### config.mk
export PLATFORM = sky130hd
export DESIGN_NAME = segbus_inv_codec
export DESIGN_NICKNAME = d
export VERILOG_FILES = /design/src/rtl/segbus_pkg.sv /design/src/rtl/segbus_seg_enc.sv /design/src/rtl/segbus_tx.sv /design/src/rtl/segbus_rx.sv /design/src/rtl/segbus_inv_codec.sv
export SDC_FILE = /design/constraint.sdc
export NUM_CORES = 1
export LEC_CHECK = 0
export BUFFER_PORTS_ARGS = -buffer_cell sky130_fd_sc_hd__buf_2
export CAP_MARGIN = 30
export CORE_MARGIN = 1.5
export CORE_UTILIZATION = 30
export CTS_BUF_LIST = sky130_fd_sc_hd__clkbuf_8 sky130_fd_sc_hd__clkbuf_16
export CTS_CLUSTER_SIZE = 40
export DETAILED_ROUTE_END_ITERATION = 16
export PLACE_DENSITY = 0.53
export SETUP_SLACK_MARGIN = 0.5
export SLEW_MARGIN = 0
export SYNTH_ARGS = -nofsm -noshare
export SYNTH_HDL_FRONTEND = slang
export SYNTH_SLANG_ARGS = --single-unit
### constraint.sdc
create_clock -name clk -period 7.67 [get_ports clk]
set_clock_uncertainty 0.2 [all_clocks]
set_input_delay 1.9175 -clock clk [delete_from_list [all_inputs] [get_ports clk]]
set_output_delay 1.9175 -clock clk [all_outputs]
set_load 0.02 [all_outputs]
### src/rtl/segbus_pkg.sv
package segbus_pkg;
    localparam int unsigned SEG_W_DEFAULT = 16;
    localparam int unsigned SEG_N_DEFAULT = 4;
endpackage

### src/rtl/segbus_seg_enc.sv
module segbus_seg_enc #(
    parameter int unsigned W = 16
) (
    input  logic [W-1:0] raw,
    output logic [W-1:0] coded,
    output logic         flag_n
);
    localparam int unsigned CW = $clog2(W + 1);
    localparam int unsigned HALF = W / 2;

    logic [CW-1:0] zeros;

    always_comb begin
        zeros = '0;
        for (int i = 0; i < W; i++) begin
            zeros = zeros + CW'(~raw[i]);
        end
    end

    always_comb begin
        if (zeros > CW'(HALF)) begin
            coded  = ~raw;
            flag_n = 1'b0;
        end else begin
            coded  = raw;
            flag_n = 1'b1;
        end
    end
endmodule

### src/rtl/segbus_tx.sv
module segbus_tx #(
    parameter int unsigned SEG_W = 16,
    parameter int unsigned SEG_N = 4
) (
    input  logic                   clk,
    input  logic                   rst_n,
    input  logic                   tx_valid_i,
    input  logic [SEG_W*SEG_N-1:0] tx_data_i,
    output logic                   tx_valid_o,
    output logic [SEG_W*SEG_N-1:0] tx_bus_o,
    output logic [SEG_N-1:0]       tx_flag_n_o
);
    localparam int unsigned DW = SEG_W * SEG_N;

    logic [DW-1:0]    enc_data;
    logic [SEG_N-1:0] enc_flag_n;

    for (genvar g = 0; g < SEG_N; g++) begin : g_seg
        segbus_seg_enc #(.W(SEG_W)) u_enc (
            .raw    (tx_data_i[g*SEG_W +: SEG_W]),
            .coded  (enc_data[g*SEG_W +: SEG_W]),
            .flag_n (enc_flag_n[g])
        );


        seg_zero_limit_chk: assert property (@(posedge clk) disable iff (!rst_n)
            tx_valid_o |-> ($countones(tx_bus_o[g*SEG_W +: SEG_W]) >= int'(SEG_W / 2)));


        seg_inverted_ones_chk: assert property (@(posedge clk) disable iff (!rst_n)
            (tx_valid_o && !tx_flag_n_o[g]) |->
                ($countones(tx_bus_o[g*SEG_W +: SEG_W]) > int'(SEG_W / 2)));
    end

    always_ff @(posedge clk) begin
        if (!rst_n) begin
            tx_valid_o  <= 1'b0;
            tx_bus_o    <= '0;
            tx_flag_n_o <= '1;
        end else begin
            tx_valid_o <= tx_valid_i;
            if (tx_valid_i) begin
                tx_bus_o    <= enc_data;
                tx_flag_n_o <= enc_flag_n;
            end
        end
    end


    tx_latency_chk: assert property (@(posedge clk) disable iff (!rst_n)
        tx_valid_i |=> tx_valid_o);


    tx_hold_chk: assert property (@(posedge clk) disable iff (!rst_n)
        !tx_valid_i |=> ($stable(tx_bus_o) && $stable(tx_flag_n_o) && !tx_valid_o));
endmodule

### src/rtl/segbus_rx.sv
module segbus_rx #(
    parameter int unsigned SEG_W = 16,
    parameter int unsigned SEG_N = 4
) (
    input  logic                   clk,
    input  logic                   rst_n,
    input  logic                   rx_valid_i,
    input  logic [SEG_W*SEG_N-1:0] rx_bus_i,
    input  logic [SEG_N-1:0]       rx_flag_n_i,
    output logic                   rx_valid_o,
    output logic [SEG_W*SEG_N-1:0] rx_data_o
);
    localparam int unsigned DW = SEG_W * SEG_N;

    logic [DW-1:0] dec_data;

    for (genvar g = 0; g < SEG_N; g++) begin : g_seg
        assign dec_data[g*SEG_W +: SEG_W] =
            rx_bus_i[g*SEG_W +: SEG_W] ^ {SEG_W{~rx_flag_n_i[g]}};
    end

    always_ff @(posedge clk) begin
        if (!rst_n) begin
            rx_valid_o <= 1'b0;
            rx_data_o  <= '0;
        end else begin
            rx_valid_o <= rx_valid_i;
            if (rx_valid_i) begin
                rx_data_o <= dec_data;
            end
        end
    end


    rx_latency_chk: assert property (@(posedge clk) disable iff (!rst_n)
        rx_valid_i |=> rx_valid_o);


    rx_hold_chk: assert property (@(posedge clk) disable iff (!rst_n)
        !rx_valid_i |=> ($stable(rx_data_o) && !rx_valid_o));
endmodule

### src/rtl/segbus_inv_codec.sv
module segbus_inv_codec
    import segbus_pkg::*;
#(
    parameter int unsigned SEG_W = SEG_W_DEFAULT,
    parameter int unsigned SEG_N = SEG_N_DEFAULT
) (
    input  logic                   clk,
    input  logic                   rst_n,
    input  logic                   tx_valid_i,
    input  logic [SEG_W*SEG_N-1:0] tx_data_i,
    output logic                   tx_valid_o,
    output logic [SEG_W*SEG_N-1:0] tx_bus_o,
    output logic [SEG_N-1:0]       tx_flag_n_o,
    input  logic                   rx_valid_i,
    input  logic [SEG_W*SEG_N-1:0] rx_bus_i,
    input  logic [SEG_N-1:0]       rx_flag_n_i,
    output logic                   rx_valid_o,
    output logic [SEG_W*SEG_N-1:0] rx_data_o
);
    segbus_tx #(.SEG_W(SEG_W), .SEG_N(SEG_N)) u_tx (
        .clk         (clk),
        .rst_n       (rst_n),
        .tx_valid_i  (tx_valid_i),
        .tx_data_i   (tx_data_i),
        .tx_valid_o  (tx_valid_o),
        .tx_bus_o    (tx_bus_o),
        .tx_flag_n_o (tx_flag_n_o)
    );

    segbus_rx #(.SEG_W(SEG_W), .SEG_N(SEG_N)) u_rx (
        .clk         (clk),
        .rst_n       (rst_n),
        .rx_valid_i  (rx_valid_i),
        .rx_bus_i    (rx_bus_i),
        .rx_flag_n_i (rx_flag_n_i),
        .rx_valid_o  (rx_valid_o),
        .rx_data_o   (rx_data_o)
    );
endmodule

==> impl_metrics.csv, run 1 <==
group,metric,value,unit
min_path,min_from,"u_rx.rx_data_o[60]",
global_routing,grt_overflow,0,
worst_setup_path,worst_setup_path_end_kind,"flop",
logic_synthesis,yosysWarnings,0,
cts,clk_latency,400,ps
floorplan,dieHeight,160,um
logic_synthesis,synth_edf_count,0,
timing,relSlewSlack,0.373,
logic_synthesis,yosysTopAreaCellShare,0.361,
logic_synthesis,syn_area_per_cell,9.47,sq um
cts,hold_buffers,0,
power,swShare,0.401,
power,power_density,345,nW/um^2
cts,tritoncts,"done",
timing,fmax,157,MHz
power,p_int,1.98,mW
floorplan,pin_count,270,
logic_synthesis,synthCells,785,
logic_synthesis,async_reset_ff_frac,0,
worst_setup_path,critPathKind,"in -> reg",
finish,layout.nets,1221,
power,power.switching,1.32,mW
global_routing,grt_max_degree,104,
cts,htree_levels,4,
worst_setup_path,worst-r2r-cell-count,2,
cts,clk_pin_slew_worst_paths,60,ps
placed_design,place_congestion,0.783,
floorplan,die_area,25700,sq um
logic_synthesis,synth_seq_cells,134,
global_routing,grt_pass1_wl,31400,um
power,combPwrFrac,0.488,
run,max_cap_violations,0,
power,seqPwrFrac,0.269,
floorplan,initial_core_util,0.306,
power,finalPower,3.30,mW
routing,ant_nets,0,
worst_setup_path,cp-start-kind,"input port",
timing,drv_slew,0,
timing,period_share,0.831,
cts,clkSinkCount,134,
placed_design,port_buffers,269,
run_status,status,"finished, final reports clean",
routing,wire_per_inst,13.9,um
floorplan,row_count,57,
finish,syn_to_final_growth,28.6,%
cts,clock_path_buffers,2,
logic_synthesis,synth_seq_area_share,0.361,
logic_synthesis,syn_area,7430,sq um
timing,setup_viol,0,
worst_setup_path,arrival,6450,ps
logic_synthesis,synthesis.nets,981,
timing,fin_crit,6380,ps
routing,drc_errors,0,
routing,via_per_inst,4.39,
global_routing,antenna_found_initial,3,
finish,final_cell_mix,"buf_2 (267), dfxtp_1 (134), xnor2_1 (112)",
logic_synthesis,yosys_most_used_dff,"dfxtp_1",
timing,final.setup.tns,0,ps
finish,final_common_cell,"buf_2",
logic_synthesis,yosys.area.top_type,"dfxtp_1",
min_path,holdCritPathClass,"reg -> reg",
power,leakage,4.58,nW
floorplan,die_w,160,um
cts,ctsResizeCount,0,
cts,numCtsBuffers,17,
routing,finalWirelength,19000,um
routing,drt_iter0_drc,272,
global_routing,first_global_vias,5954,
cts,root_buffer,"clkbuf_16",
timing,worst_pin_slew,941,ps
timing,hold_viol_final,0,
worst_setup_path,r2r_start,"u_tx.tx_flag_n_o[3]",
power,peakVddDrop,0.156,mV
routing,vias,5985,
worst_setup_path,crit_fanout,10,
global_routing,globalRouteTotalUtil,0.152,
worst_setup_path,crit_required,7750,ps
timing,rsz0062_at_grt,"false",
worst_setup_path,rrSetupSlack,6650,ps
worst_setup_path,crit_start,"tx_data_i[55]",
worst_setup_path,crit_path_end,"u_tx.tx_bus_o[57]",
finish,layout-drive-gt1-share,0.306,
power,power_frac_clock,0.243,
cts,cts_setup_buffers,0,
routing,dr.pass1.iters,6,
placed_design,place.detailed.hpwl,14000,um
floorplan,core_area,24300,sq um
worst_setup_path,reg2reg_to,"u_tx.tx_flag_n_o[3]",
logic_synthesis,synth.distinct_cells,38,
logic_synthesis,synth_area_leaders,"dfxtp_1 (36%), xnor2_1 (13%), fa_1 (11%)",
[worst max-delay path: stages]
cell      delay [ps]
buf_2             90
inv_1             50
fa_1             580
fa_1             450
fa_1             490
fa_1             530
ha_1             170
inv_1             60
fa_1             500
or3b_1           380
o21ai_1          650
or2_1            440
a211oi_1         130
[Yosys cell counts (2+ instances only)]
master and instances:
clkbuf_1 36, a21o_1 6, ha_1 20, inv_1 76, a211oi_2 3, or2_2 3, buf_2 14, buf_6 2
buf_12 2, a31oi_1 11, or4bb_1 4, fa_1 40, mux2i_1 64, dfxtp_1 134, or3_1 8, nor2b_1 9
nor4b_1 3, nand4bb_1 2, nor3_1 8, and2_1 2, a211oi_1 8, a211o_1 2, a41o_2 2, a21oi_1 49
xnor2_1 112, nor2_1 71, nand2_1 12, o21ai_0 72
[flip-flops by register name, summed over array words and instances, names as in the netlist]
| signal | flops |
|---|---|
| u_tx.tx_valid_o | 1 |
| u_tx.tx_bus_o | 64 |
| u_rx.rx_data_o | 64 |
| u_rx.rx_valid_o | 1 |
| u_tx.tx_flag_n_o | 4 |
[power by group through the flow]
stage | Sequential (mW) | Clock (mW) | Combinational (mW)
floorplan | 1.06 | 0 | 1.15
global placement | 0.901 | 0 | 1.62
detailed placement | 0.902 | 0 | 1.63
CTS | 0.890 | 0.836 | 1.64
global route | 0.906 | 0.866 | 1.81
finish | 0.889 | 0.801 | 1.61
[layer usage]
metal | wire length [um] | global-route usage | up-vias
met1 | 8800 | 0.197 | 2691
met5 | 0 | 0 | -
met2 | 8200 | 0.235 | 217
met4 | 245 | 0.0489 | 0
li1 | - | - | 3064
met3 | 1730 | 0.0550 | 13
[cells by family after synthesis]
family | share of synthesized area
fa+ha+maj | 0.141
xor+xnor | 0.132
simple gates | 0.0823
compound gates | 0.120
buf+inv | 0.0774
mux | 0.0862
flops | 0.361
[metrics by stage]
stage / instances / worst slack (ps) / hold slack (ps) / util / cell area, sq um
after floorplan: 785 / 1500 / 383 / - / 7430
after global placement: 1329 / 855 / 269 / 0.368 / 8960
after detailed placement: 1330 / 869 / 276 / 0.370 / 8990
final: 1364 / 1290 / 286 / 0.393 / 9560
after global routing: 1363 / 1050 / 311 / 0.393 / 9560
after CTS: 1362 / 1290 / 292 / 0.393 / 9560
[worst min-delay path by stage]
stage / to / slack [ps] / cells past startpoint
3_5_place_dp: u_rx.rx_data_o[60] / 280 / 2
5_1_grt: u_rx.rx_data_o[60] / 310 / 2
6_report: u_rx.rx_data_o[60] / 290 / 2
4_1_cts: u_rx.rx_data_o[60] / 290 / 2
2_1_floorplan: u_rx.rx_data_o[54] / 380 / 2
3_3_place_gp: u_rx.rx_data_o[10] / 270 / 2
[area by class of cell]
type	instances	area (sq um)
Clock buffer	17	425
Multi-Input combinational cell	519	4180
Tap cell	324	405
Inverter	76	285
Antenna cell	2	5.00
Timing Repair Buffer	277	1430
Clock inverter	15	145
Sequential cell	134	2680
Fill cell	2503	14800
Note: power is estimated with default switching activity, not from simulation.
==> inputs of run 2 (changes only) <==
--- a/config.mk
+++ b/config.mk
@@ -12,7 +12,7 @@
 export CTS_BUF_LIST = sky130_fd_sc_hd__clkbuf_8 sky130_fd_sc_hd__clkbuf_16
 export CTS_CLUSTER_SIZE = 40
 export DETAILED_ROUTE_END_ITERATION = 16
-export PLACE_DENSITY = 0.53
+export PLACE_DENSITY = 0.55
 export SETUP_SLACK_MARGIN = 0.5
 export SLEW_MARGIN = 0
 export SYNTH_ARGS = -nofsm -noshare
==> constraint.sdc (replaced) <==
create_clock -name clk -period 5.8 [get_ports clk]
set_clock_uncertainty 0.2 [all_clocks]
set_input_delay 1.45 -clock clk [delete_from_list [all_inputs] [get_ports clk]]
set_output_delay 1.45 -clock clk [all_outputs]
set_load 0.02 [all_outputs]
==> run 2 against run 1 <==
Against the previous run: worst setup slack got worse by 980 ps; global-route usage rose by 1.0 points; via count increased by 6.6%; routed wire length up 8.7%; sequential power is 33% higher; register-to-register slack worse by 1900 ps; combinational power rose by 110%; cell count rose by 3.8%; die area did not move; hold slack about the same.
==> impl_metrics.csv, run 2 (synthesis results as in run 1) <==
group,metric,value,unit
run_status,status,"finished, final reports clean",
power,seqPwrFrac,0.211,
routing,finalWirelength,20600,um
floorplan,initial_core_util,0.306,
finish,ff_latch_area,2680,sq um
power,combPwrFrac,0.603,
timing,setup_viol,0,
timing,period_share,0.946,
cts,htree_levels,4,
worst_setup_path,worst_setup_path_end_kind,"flop",
power,peakVddDrop,0.504,mV
timing,hold_viol_final,0,
worst_setup_path,crit_path_end,"u_tx.tx_bus_o[6]",
finish,layout.nets,1275,
worst_setup_path,r2r_start,"u_tx.tx_flag_n_o[3]",
worst_setup_path,critPathKind,"in -> reg",
routing,wire_per_inst,14.6,um
placed_design,place_congestion,0.788,
global_routing,antenna_found_initial,0,
routing,dr.pass1.iters,5,
finish,layout.cells.non_filler,1416,
finish,layout-drive-gt1-share,0.416,
global_routing,use_met2,0.266,
worst_setup_path,worst-r2r-cell-count,2,
finish,final_design_area_no_fill,10700,sq um
cts,root_buffer,"clkbuf_16",
cts,clock_path_buffers,2,
cts,tritoncts,"done",
timing,drv_slew,0,
placed_design,placedCellCount,1366,
finish,reg.largest.list,"u_rx.rx_data_o (64), u_tx.tx_bus_o (64), u_tx.tx_flag_n_o (4)",
routing,drt_iter0_drc,308,
cts,clk_pin_slew_worst_paths,60,ps
cts,clkSinkCount,134,
worst_setup_path,cp_top_family,"adder cells",
power,swShare,0.390,
finish,multi_input_area,4720,sq um
floorplan,pin_count,270,
timing,fmax,182,MHz
cts,numCtsBuffers,17,
placed_design,place.detailed.hpwl,14700,um
global_routing,globalRouteTotalUtil,0.162,
floorplan,row_count,57,
timing,rsz0062_at_grt,"true",
timing,worst_slack,315,ps
global_routing,grt_max_degree,99,
min_path,holdCritPathClass,"reg -> reg",
global_routing,grt.met3_usage,0.0444,
timing,worst_pin_slew,860,ps
worst_setup_path,crit_fanout,8,
power,power.switching,2.18,mW
global_routing,grt_overflow,0,
timing,final.setup.tns,0,ps
finish,antenna_cells,0,
finish,final_common_cell,"buf_2",
power,power_frac_clock,0.186,
finish,syn_to_final_growth,44.4,%
worst_setup_path,cp_cell_sequence,"buf_6 -> fa_1 -> inv_2 -> fa_1 -> fa_1 -> fa_1 -> ha_2 -> inv_2 -> fa_1 -> buf_4 -> or4bb_1 -> a31oi_2 -> a211oi_4 -> buf_12 -> xnor2_4 -> a21oi_1",
routing,drc_errors,0,
cts,hold_buffers,0,
worst_setup_path,rrSetupSlack,4790,ps
power,p_int,3.41,mW
global_routing,grt_pass1_wl,33700,um
floorplan,core_area,24300,sq um
global_routing,grt_busiest_layer,"met2",
routing,vias,6380,
global_routing,first_global_vias,6467,
routing,ant_nets,0,
worst_setup_path,path_buf_inv,5,
timing,fin_crit,5480,ps
worst_setup_path,worst-path-stages,16,
finish,fillers,2411,
worst_setup_path,cp_slowest_cell,"fa_1",
cts,clk_latency,410,ps
floorplan,die_w,160,um
worst_setup_path,cpPeakStageDelay,540,ps
worst_setup_path,crit_required,5880,ps
finish,final_cell_mix,"buf_2 (256), dfxtp_1 (134), xnor2_1 (72)",
power,finalPower,5.59,mW
global_routing,use_met1,0.206,
placed_design,placed_cell_area,9430,sq um
timing,relSlewSlack,0.426,
worst_setup_path,reg2reg_to,"u_tx.tx_flag_n_o[3]",
run,max_cap_violations,0,
floorplan,die_area,25700,sq um
routing,via_per_inst,4.51,
placed_design,preCtsSetupSlack,-303,ps
worst_setup_path,cp-start-kind,"input port",
power,leakage,5.16,nW
power,power_density,521,nW/um^2
floorplan,dieHeight,160,um
worst_setup_path,crit_start,"tx_data_i[0]",
placed_design,port_buffers,269,
worst_setup_path,cpMostUsedCell,"fa_1",
worst_setup_path,arrival,5560,ps
run 2: changes by cell type in the layout (fill, tap and decap cells not counted), moves of 7 or more:
cell / delta
buf_8: +7
xnor2_1: -40
inv_2: +14
xnor2_2: +35
buf_2: -11
inv_1: -15
a21oi_2: +7
buf_4: +35
a21oi_1: -7
a211oi_1: -7
buf_6: +16
run 2: routing by layer:
metal	wire, um	part of all wire
met5	0	0
met4	305	0.015
met3	1400	0.068
met2	9640	0.47
met1	9280	0.45
run 2: worst min-delay path by stage:
stage,from,end,slack [ps],cells past startpoint
after floorplan,u_rx.rx_data_o[54],u_rx.rx_data_o[54],380,2
after detailed placement,u_rx.rx_data_o[63],u_rx.rx_data_o[63],270,2
after CTS,u_rx.rx_data_o[63],u_rx.rx_data_o[63],290,2
final,u_rx.rx_data_o[58],u_rx.rx_data_o[58],290,2
after global placement,u_rx.rx_data_o[12],u_rx.rx_data_o[12],270,2
after global routing,u_rx.rx_data_o[15],u_rx.rx_data_o[15],310,2
run 2: worst min-delay path: stages, from the launching register on:
cell,delay [ps]
dfxtp_1,320
mux2i_1,60
nor2_1,70
run 2: power groups by stage:
stage | logic (mW) | clock network (mW) | registers (mW)
floorplan | 1.67 | 0 | 1.41
global placement | 2.45 | 0 | 1.19
detailed placement | 2.54 | 0 | 1.19
CTS | 3.10 | 1.08 | 1.18
global route | 3.63 | 1.12 | 1.20
finish | 3.37 | 1.04 | 1.18
run 2: through the flow:
step | hold WS, ps | util
final | 286 | 0.441
after floorplan | 383 | -
after detailed placement | 275 | 0.388
after CTS | 293 | 0.430
after global routing | 313 | 0.441
after global placement | 270 | 0.385
run 2: layout make-up:
cell class | instances | share of cell area
multi-input cells | 519 | 0.440
flip-flops and latches | 134 | 0.250
repair buffers | 331 | 0.194
clock buffers | 17 | 0.0396
well taps | 324 | 0.0378
inverters | 76 | 0.0266
clock inverters | 15 | 0.0124
run 2: repair_timing:
item,in CTS,in global routing
cloned,4,2
pin swaps,39,23
resized for setup,63,42
setup endpoints to repair,64,68
setup buffers,8,4
